==> src/rtl/pvs_pkg.sv <==
package pvs_pkg;

  // drive phase of the current vector
  typedef enum logic [1:0] {
    PH_OFF  = 2'd0,
    PH_LEAD = 2'd1,
    PH_HIGH = 2'd2,
    PH_TAIL = 2'd3
  } pvs_phase_e;

  // strobes from control to datapath
  typedef struct packed {
    logic       clrRun;
    logic       advance;
    logic       cmp;
    logic       busy;
    pvs_phase_e phase;
  } pvs_strobe_t;

  // driven-column symbols
  localparam logic [1:0] SYM_LO  = 2'b00;
  localparam logic [1:0] SYM_HI  = 2'b01;
  localparam logic [1:0] SYM_CLK = 2'b10;
  localparam logic [1:0] SYM_OFF = 2'b11;

endpackage

==> src/rtl/pvs_ctrl.sv <==
module pvs_ctrl
  import pvs_pkg::*;
#(
  parameter int SETTLE_W = 4
) (
  input  logic                clk,
  input  logic                rstN,
  input  logic                start,
  input  logic [SETTLE_W-1:0] settleCycles,
  input  logic                lastVec,
  input  logic                emptyRun,
  output pvs_strobe_t         strobe,
  output logic                busy,
  output logic                done
);

  typedef enum logic [2:0] {
    ST_IDLE, ST_LEAD, ST_HIGH, ST_TAIL, ST_SETTLE, ST_CMP, ST_FINISH
  } state_e;

  state_e              state;
  logic [SETTLE_W-1:0] settleCnt;

  always_ff @(posedge clk) begin
    if (!rstN) begin
      state     <= ST_IDLE;
      settleCnt <= '0;
    end else begin
      case (state)
        ST_IDLE:   if (start) state <= emptyRun ? ST_FINISH : ST_LEAD;
        ST_LEAD:   state <= ST_HIGH;
        ST_HIGH:   state <= ST_TAIL;
        ST_TAIL: begin
          state     <= ST_SETTLE;
          settleCnt <= (settleCycles == '0) ? SETTLE_W'(1) : settleCycles;
        end
        ST_SETTLE: begin
          if (settleCnt == SETTLE_W'(1)) state <= ST_CMP;
          else settleCnt <= settleCnt - SETTLE_W'(1);
        end
        ST_CMP:    state <= lastVec ? ST_FINISH : ST_LEAD;
        ST_FINISH: state <= ST_IDLE;
        default:   state <= ST_IDLE;
      endcase
    end
  end

  always_comb begin
    busy = (state != ST_IDLE);
    done = (state == ST_FINISH);
    strobe.clrRun  = (state == ST_IDLE) && start;
    strobe.cmp     = (state == ST_CMP);
    strobe.advance = (state == ST_CMP) && !lastVec;
    strobe.busy    = busy;
    case (state)
      ST_LEAD:                    strobe.phase = PH_LEAD;
      ST_HIGH:                    strobe.phase = PH_HIGH;
      ST_TAIL, ST_SETTLE, ST_CMP: strobe.phase = PH_TAIL;
      default:                    strobe.phase = PH_OFF;
    endcase
  end

  // end-of-run pulse lasts one cycle
  assert_done_pulse_R7: assert property (@(posedge clk) disable iff (!rstN)
    done |=> !done);

  // a run in progress is not cut short by a new start
  assert_busy_holds_R8: assert property (@(posedge clk) disable iff (!rstN)
    (busy && !done) |=> busy);

endmodule

==> src/rtl/pvs_datapath.sv <==
module pvs_datapath
  import pvs_pkg::*;
#(
  parameter int NUM_PINS = 40,
  parameter int MAX_COLS = 8,
  parameter int MAX_VECS = 64,
  localparam int PIN_W  = $clog2(NUM_PINS),
  localparam int COL_W  = $clog2(MAX_COLS),
  localparam int VEC_W  = $clog2(MAX_VECS),
  localparam int DATA_W = 2 * MAX_COLS
) (
  input  logic                clk,
  input  logic                rstN,
  input  pvs_strobe_t         strobe,
  input  logic                fmtStart,
  input  logic                fmtWe,
  input  logic [PIN_W-1:0]    fmtPin,
  input  logic                fmtDir,
  input  logic                vecWe,
  input  logic [DATA_W-1:0]   vecData,
  input  logic [NUM_PINS-1:0] dutSense,
  output logic [NUM_PINS-1:0] dutDrive,
  output logic [NUM_PINS-1:0] dutOe,
  output logic                lastVec,
  output logic                emptyRun,
  output logic [VEC_W:0]      failCount,
  output logic [VEC_W-1:0]    firstFailVec,
  output logic [PIN_W-1:0]    firstFailPin
);

  localparam logic [COL_W:0] COL_LIMIT = (COL_W+1)'(MAX_COLS);
  localparam logic [VEC_W:0] VEC_LIMIT = (VEC_W+1)'(MAX_VECS);

  logic [PIN_W-1:0]  pinTab [MAX_COLS];
  logic [MAX_COLS-1:0] isObs;
  logic [COL_W:0]    colCount;
  logic [DATA_W-1:0] vecMem [MAX_VECS];
  logic [VEC_W:0]    vecCount;
  logic [VEC_W-1:0]  curIdx;
  logic [DATA_W-1:0] curVec;
  logic [MAX_COLS-1:0] colActive;
  logic              colWrEn, vecWrEn;
  logic              anyMis;
  logic [PIN_W-1:0]  misPin;

  assign colWrEn = !strobe.busy && !fmtStart && fmtWe && (colCount < COL_LIMIT);
  assign vecWrEn = !strobe.busy && !fmtStart && vecWe && (vecCount < VEC_LIMIT);

  // store pointers
  always_ff @(posedge clk) begin
    if (!rstN) begin
      colCount <= '0;
      vecCount <= '0;
    end else if (!strobe.busy && fmtStart) begin
      colCount <= '0;
      vecCount <= '0;
    end else begin
      if (colWrEn) colCount <= colCount + (COL_W+1)'(1);
      if (vecWrEn) vecCount <= vecCount + (VEC_W+1)'(1);
    end
  end

  // store contents
  always_ff @(posedge clk) begin
    if (colWrEn) begin
      pinTab[colCount[COL_W-1:0]] <= fmtPin;
      isObs[colCount[COL_W-1:0]]  <= fmtDir;
    end
    if (vecWrEn) vecMem[vecCount[VEC_W-1:0]] <= vecData;
  end

  for (genvar g = 0; g < MAX_COLS; g++) begin : g_col
    assign colActive[g] = ((COL_W+1)'(g) < colCount);
  end

  // vector pointer
  always_ff @(posedge clk) begin
    if (!rstN)               curIdx <= '0;
    else if (strobe.clrRun)  curIdx <= '0;
    else if (strobe.advance) curIdx <= curIdx + VEC_W'(1);
  end

  assign curVec   = vecMem[curIdx];
  assign lastVec  = ({1'b0, curIdx} + (VEC_W+1)'(1)) == vecCount;
  assign emptyRun = (vecCount == '0);

  // pin drive
  always_comb begin
    logic [1:0] sym;
    dutDrive = '0;
    dutOe    = '0;
    for (int c = 0; c < MAX_COLS; c++) begin
      sym = curVec[2*c +: 2];
      if (colActive[c] && !isObs[c] && (int'(pinTab[c]) < NUM_PINS)) begin
        dutOe[pinTab[c]] = 1'b1;
        if (strobe.phase != PH_OFF &&
            (sym == SYM_HI || (sym == SYM_CLK && strobe.phase == PH_HIGH)))
          dutDrive[pinTab[c]] = 1'b1;
      end
    end
  end

  // response compare, lowest column wins
  always_comb begin
    anyMis = 1'b0;
    misPin = '0;
    for (int c = MAX_COLS - 1; c >= 0; c--) begin
      if (colActive[c] && isObs[c] && !curVec[2*c+1] &&
          (int'(pinTab[c]) < NUM_PINS) &&
          (dutSense[pinTab[c]] != curVec[2*c])) begin
        anyMis = 1'b1;
        misPin = pinTab[c];
      end
    end
  end

  always_ff @(posedge clk) begin
    if (!rstN || strobe.clrRun) begin
      failCount    <= '0;
      firstFailVec <= '0;
      firstFailPin <= '0;
    end else if (strobe.cmp && anyMis) begin
      failCount <= failCount + (VEC_W+1)'(1);
      if (failCount == '0) begin
        firstFailVec <= curIdx;
        firstFailPin <= misPin;
      end
    end
  end

  // store frozen during a run
  assert_store_frozen_R10: assert property (@(posedge clk) disable iff (!rstN)
    strobe.busy |=> ($stable(vecCount) && $stable(colCount)));

  // count moves only on a compare or a new run
  assert_count_quiet_R6: assert property (@(posedge clk) disable iff (!rstN)
    (!strobe.cmp && !strobe.clrRun) |=> $stable(failCount));

  // first-failure record held once set
  assert_first_kept_R6: assert property (@(posedge clk) disable iff (!rstN)
    (failCount != '0 && !strobe.clrRun) |=> ($stable(firstFailVec) && $stable(firstFailPin)));

  // pins quiet outside a run
  assert_idle_quiet_R2: assert property (@(posedge clk) disable iff (!rstN)
    !strobe.busy |-> (dutDrive == '0));

endmodule

==> src/rtl/pin_vector_sequencer.sv <==
module pin_vector_sequencer
  import pvs_pkg::*;
#(
  parameter int NUM_PINS = 40,
  parameter int MAX_COLS = 8,
  parameter int MAX_VECS = 64,
  parameter int SETTLE_W = 4,
  localparam int PIN_W = $clog2(NUM_PINS),
  localparam int VEC_W = $clog2(MAX_VECS)
) (
  input  logic                  clk,
  input  logic                  rstN,
  input  logic                  fmtStart,
  input  logic                  fmtWe,
  input  logic [PIN_W-1:0]      fmtPin,
  input  logic                  fmtDir,
  input  logic                  vecWe,
  input  logic [2*MAX_COLS-1:0] vecData,
  input  logic [SETTLE_W-1:0]   settleCycles,
  input  logic                  start,
  output logic                  busy,
  output logic                  done,
  output logic                  pass,
  output logic [VEC_W:0]        failCount,
  output logic [VEC_W-1:0]      firstFailVec,
  output logic [PIN_W-1:0]      firstFailPin,
  output logic [NUM_PINS-1:0]   dutDrive,
  output logic [NUM_PINS-1:0]   dutOe,
  input  logic [NUM_PINS-1:0]   dutSense
);

  pvs_strobe_t strobe;
  logic        lastVec, emptyRun;

  pvs_ctrl #(.SETTLE_W(SETTLE_W)) u_ctrl (
    .clk(clk), .rstN(rstN), .start(start), .settleCycles(settleCycles),
    .lastVec(lastVec), .emptyRun(emptyRun),
    .strobe(strobe), .busy(busy), .done(done)
  );

  pvs_datapath #(.NUM_PINS(NUM_PINS), .MAX_COLS(MAX_COLS), .MAX_VECS(MAX_VECS)) u_dp (
    .clk(clk), .rstN(rstN), .strobe(strobe),
    .fmtStart(fmtStart), .fmtWe(fmtWe), .fmtPin(fmtPin), .fmtDir(fmtDir),
    .vecWe(vecWe), .vecData(vecData), .dutSense(dutSense),
    .dutDrive(dutDrive), .dutOe(dutOe), .lastVec(lastVec), .emptyRun(emptyRun),
    .failCount(failCount), .firstFailVec(firstFailVec), .firstFailPin(firstFailPin)
  );

  assign pass = (failCount == '0);

endmodule

==> config.mk <==
export PLATFORM = sky130hd
export DESIGN_NAME = pin_vector_sequencer
export DESIGN_NICKNAME = d
export VERILOG_FILES = /design/src/rtl/pvs_pkg.sv /design/src/rtl/pvs_ctrl.sv /design/src/rtl/pvs_datapath.sv /design/src/rtl/pin_vector_sequencer.sv
export SDC_FILE = /design/constraint.sdc
export NUM_CORES = 2
export LEC_CHECK = 0
export ABC_AREA = 1
export BUFFER_PORTS_ARGS = -buffer_cell sky130_fd_sc_hd__buf_2
export CORE_MARGIN = 5
export CORE_UTILIZATION = 30
export CTS_CLUSTER_DIAMETER = 50
export DETAILED_ROUTE_END_ITERATION = 6
export MAX_ROUTING_LAYER = met4
export PLACE_DENSITY = 0.53
export SYNTH_ARGS = -nofsm -noshare
export SYNTH_HDL_FRONTEND = slang
export SYNTH_SLANG_ARGS = --single-unit
==> constraint.sdc <==
create_clock -name clk -period 2.9 [get_ports clk]
set_input_delay 0.29 -clock clk [delete_from_list [all_inputs] [get_ports clk]]
set_output_delay 0.29 -clock clk [all_outputs]
set_load 0.01 [all_outputs]
# After elaboration in Yosys (flattened, before gate mapping)
# Memories as Yosys holds them, arrays and structs flattened. A register that Yosys moved wholly into a read port is not among the register bits.
# Index checks and enable logic that the tools add are counted.
# totals
register_bits	51
mem_bits_rw	1072
output_inout_bits	102
word_cells	318
n_memories	2
# classes
n_addsub	6
order_cmp	36
eq_ne	36
n_mux	90
bitwise_logic	15
n_reduce_logical	124
# memory_table
name	words	word_bits	read_ports	rd_clocked_by_memory_dff	wr	line_no	rtl
u_dp.vecMem	64	16	1	1	1	pvs_datapath.sv:37	logic [DATA_W-1:0] vecMem [MAX_VECS];
u_dp.pinTab	8	6	8	0	1	pvs_datapath.sv:34	logic [PIN_W-1:0] pinTab [MAX_COLS];
# op_table
cell	n
$mux 40	24
$or 40x40->40	14
$logic_and 1x1->1	82
$mux 6	10
$lt 6x7->1 const B	8
$bmux 1 s6	8
$demux 1 s6	8
$ge 6x1->1 const B	8
$lt 6x6->1 const B	8
$mux 1	29
$logic_not 1->1	20
$eq 2x2->1 const B	9
$pmux 3 s6	1
$eq 2x1->1 const B	8
$lt 3x4->1 const A	4
$add 7x1->7 const B	2
$logic_not 7->1	2
$mux 3	4
$eq 3x3->1 const B	3
$logic_or 1x1->1	9
$bwmux 8	1
$lt 1x4->1 const A	2
$lt 2x4->1 const A	2
$mux 4	2
other kinds (26)	39

# Longest topological paths before layout
# logic_depth
ltp_word	30
ltp_mapped	26
mapped_depth_nobuf	23

# Cells and area by module
# Synthesis repeated with hierarchy kept, for this count alone.
# unflattened
cells_unflattened	5721
area_unflattened_um2	54484.8
# modules_own_cells
module	n_inst	cells_per_inst	area_per_inst_um2	seq_area_each_um2
pvs_datapath	1	5628	53918.0	33271.9
pvs_ctrl	1	86	540.5	140.1
pin_vector_sequencer	1	7	26.3	0.0

# Least setup slack after synthesis
# Ideal clock, no wire load.
# synth_timing
path_kind	reg2reg
from	register u_ctrl.state[1]
to	memory u_dp.vecMem[63][0] in the netlist's numbering, enable pin
arrival_ns	2.234
required_ns	2.510
slack_ns	0.276
stages_incl_launch_ff	12
cell_sequence	dfxtp_1 > nor2_1 > inv_1 > nor2_1 > inv_1 > nor2_1 > nand3_1 > nor2_1 > inv_1 > nor2_1 > inv_1 > nor2_1
# synth_between
elab_chain_len	7
# synth_rtl
element	line_no	rtl
start: declaration	pvs_ctrl.sv:21	state_e state;
start signal: assignment	pvs_ctrl.sv:30	ST_IDLE: if (start) state <= emptyRun ? ST_FINISH : ST_LEAD;
start signal: assignment	pvs_ctrl.sv:41	ST_CMP: state <= lastVec ? ST_FINISH : ST_LEAD;
$reduce_bool 3->1	pvs_ctrl.sv:49	busy = (state != ST_IDLE);
named net busy	pin_vector_sequencer.sv:21	output logic busy,
$logic_not 1->1	pvs_datapath.sv:47	assign vecWrEn = !strobe.busy && !fmtStart && vecWe && (vecCount < VEC_LIMIT);
$logic_and 1x1->1 (3 in series)	pvs_datapath.sv:47	
$mux 1	pvs_datapath.sv:69	if (vecWrEn) vecMem[vecCount[VEC_W-1:0]] <= vecData;
$mux 1 (implied by the code)	pvs_datapath.sv:69	
end: declaration	pvs_datapath.sv:37	
# The timed path passes the listed nets, and every way through them passes these cells.

==> impl_results.md <==
* Status: finished with violations
* Failing checks: negative setup slack
* Worst slew pin tran at 1.04 ns
* Post-synth top area cell: edfxtp_1
* Longest Clk Path Bufs at 3
* R2R cell count at 28
* Vias in the first global route at 46100
* Main synth FF type: edfxtp_1
* First-pass DRT Iterations at 6
* Clk_skew at 0.0275 ns
* Insertion delay to the later sink of the worst-skew pair at 0.73 ns
* Commonest cells after routing, fill and taps aside: nand2_1 (1244), edfxtp_1 (1080), buf_4 (811), nor2_1 (568), nand3_1 (447)
* Setup violators final at 99
* Critical path peak fanout at 10
* DR vias at 49400
* GRT Util Overall at 0.264
* Pwr/cell area at 579 nW/um2
* Ys async rst share at 0
* Row count at 155
* CP cell instances: buf_12 -> clkinv_16 -> buf_12 -> clkbuf_4 -> nor2_1 -> o22ai_1 -> nand2_1 -> nand2_2 -> nand2_1 -> nand3_2 -> nand3_1 -> nand2_2 -> nand2_2 -> nand3_2 -> nand2_8 -> buf_12 -> bufbuf_16 -> o22ai_1 -> a31oi_1 -> nand2_1 -> buf_2
* Post-route DRC violation count at 0
* DRT iter0 DRCs at 5274
* YS warnings at 0
* Vias per std cell at 5.36
* Static Leak at 29.2 nW
* GP Congestion at 1.04
* Post-synth cell types at 50
* Pins Over Slew Limit at 0
* Crit path DAT at 4.01 ns
* CTS clk-pin slew, worst paths at 0.07 ns
* CP max stage cell: dfxtp_4
* Crit end category: primary output
* Non-filler cells, final at 9222
* CTS root buffer: clkbuf_16
* Inst Count DP at 8780
* Syn Nets at 5682
* Most common cell after layout, fill and taps aside: nand2_1
* Crit-path max cell delay at 0.39 ns
* WS Path Type: reg2out
* Initial antenna violation count at 15
* Period minus WS final at 4.30 ns
* Layout cells sized above 1 at 0.310
* I/O Pins at 175
* MaxCap Viol Count at 0
* Final core utilization at 0.423
* Post-synthesis sequential area ratio at 0.620
* Post-synth EDFFs at 1080
* Chip Height at 434 um
* Worst IR Drop VDD at 0.482 mV
* ANT nets after route at 0
* Hold depth at 3
* Drt total wl at 254000 um
* Wirelength per Cell at 27.6 um
* Dpl ws at -1.05 ns
* HPWL after DPL at 177000 um
* RSZ-0062 raised after global routing: true
* Initial Util at 0.302
* Largest net degree at the start of global routing at 65
* Area contributors post-synth: edfxtp_1 (60%), nand2_1 (9.6%), nand3_1 (5.1%)
* Cell area after synthesis at 53900 um2
* Core Box Area at 179000 um2
* Synthesized instance count at 5600
* Hold crit path type: in2reg
* Die area at 188000 um2
* Relative slew slack at 0.309
* Req. time, crit path at 2.61 ns
* Final #Nets at 6847
* Final number of hold-violating endpoints at 0
* IO buf count at 174
* Tcrit/Tclk final at 1.48
* # H-tree levels at 3
* Number of buffers created by CTS at 117
* Synthesis-to-finish area growth at 40.3%
* Die width at 434 um
* CTS tree: built
* GRT Residual Overflow at 0
* Yosys reg bits at 1129
* Post-synth top area share at 0.602
* Type of origin of the critical path: register
* Fmax at 233 MHz
* Final WS setup at -1.40 ns
* Hold Slack at 0.0443 ns
* First-pass GRT wire length at 347000 um
* CTS sink count at 1129
* Avg Inst Size Synth at 9.62 um2
## final timing paths
check,endpoint,from,slack (ns)
worst max-delay path,dutDrive[16],register,-1.40
worst min-delay path,u_dp.colCount[1],fmtWe,0.04
worst min register to register,u_dp.firstFailVec[5],u_dp.firstFailVec[5],0.46
worst max register to register,u_dp.failCount[4],register,-1.24
## flip-flops by register name, summed over array words and instances, names as in the netlist, named ones only
name,count
u_dp.firstFailPin,6
u_dp.vecMem,1024
u_ctrl.state,3
u_dp.failCount,7
u_dp.pinTab,48
u_dp.firstFailVec,6
u_ctrl.settleCnt,4
u_dp.isObs,8
u_dp.colCount,4
u_dp.vecCount,7
u_dp.curIdx,6
## Yosys cell counts, types with 11 or more instances
master	n
inv_1	326
nand4_1	52
o32ai_1	13
a22oi_1	11
nor3_1	111
xor2_1	11
inv_2	12
a221oi_1	18
nor2_1	688
nand2_1	1385
buf_4	45
dfxtp_1	49
clkbuf_1	70
o2111ai_1	17
edfxtp_1	1080
nand3_1	547
o22ai_1	263
buf_2	140
a21oi_1	118
o21ai_1	191
buf_6	16
buf_1	22
o21ai_0	293
a211oi_1	14
## cell families (layout without fill, tap and decap cells)
logic type | count (synthesis) | after routing | synth area share
AO/OA/AOI/OAI | 987 | 987 | 0.105
XOR/XNOR | 15 | 15 | 0.00244
adder cells (fa/ha/maj) | 9 | 9 | 0.00209
buffers and inverters | 639 | 1897 | 0.0532
flip-flops | 1129 | 1129 | 0.620
other | 0 | 9 | 0
AND/OR/NAND/NOR | 2821 | 2821 | 0.217
## worst max-delay path, delay by kind of cell (launching register included)
kind                   cells  cell delay (ns)
buffers and inverters      7             1.24
flip-flops                 1             0.39
AO/OA/AOI/OAI              3             0.33
AND/OR/NAND/NOR           11             1.28
## report_power, final
part           switching (mW)  internal [mW]
registers               0.104           18.0
logic                    6.34           4.28
clock network            6.44           8.63
## per-layer routing
layer / share of wire / GRT usage
met5: 0 / -
met4: 0.060 / 0.134
met3: 0.072 / 0.0373
met2: 0.47 / 0.424
met1: 0.40 / 0.328
## repair_timing
item                                    in CTS  in global routing
hold endpoints to repair                    64                  0
resized for setup                          377                649
hold buffers                                16                  0
endpoints found under the setup margin      99                 99
pin swaps                                   85                125
buffers inserted                            44                137
gates cloned                                18                 15
## area by class of cell
class	instances	area, um2
antenna	9	22.5
clock buffer	143	3080
clock inverter	69	736
fill	17100	103000
inverter	346	1460
multi-input combinational	3832	20600
sequential	1129	33400
tap	2355	2950
timing repair buffer	1337	13200
timing repair inverter	2	31.3
## stage by stage
stage	power, mW	instance area [um2]	setup TNS, ns
finish	43.8	75600	-82.73
global route	45.0	75600	-93.78
CTS	43.0	71600	-87.72
detailed placement	26.4	65200	-50.63
global placement	26.4	65200	-51.08
floorplan	21.5	53900	0
Power figures use the tool's default switching activity.
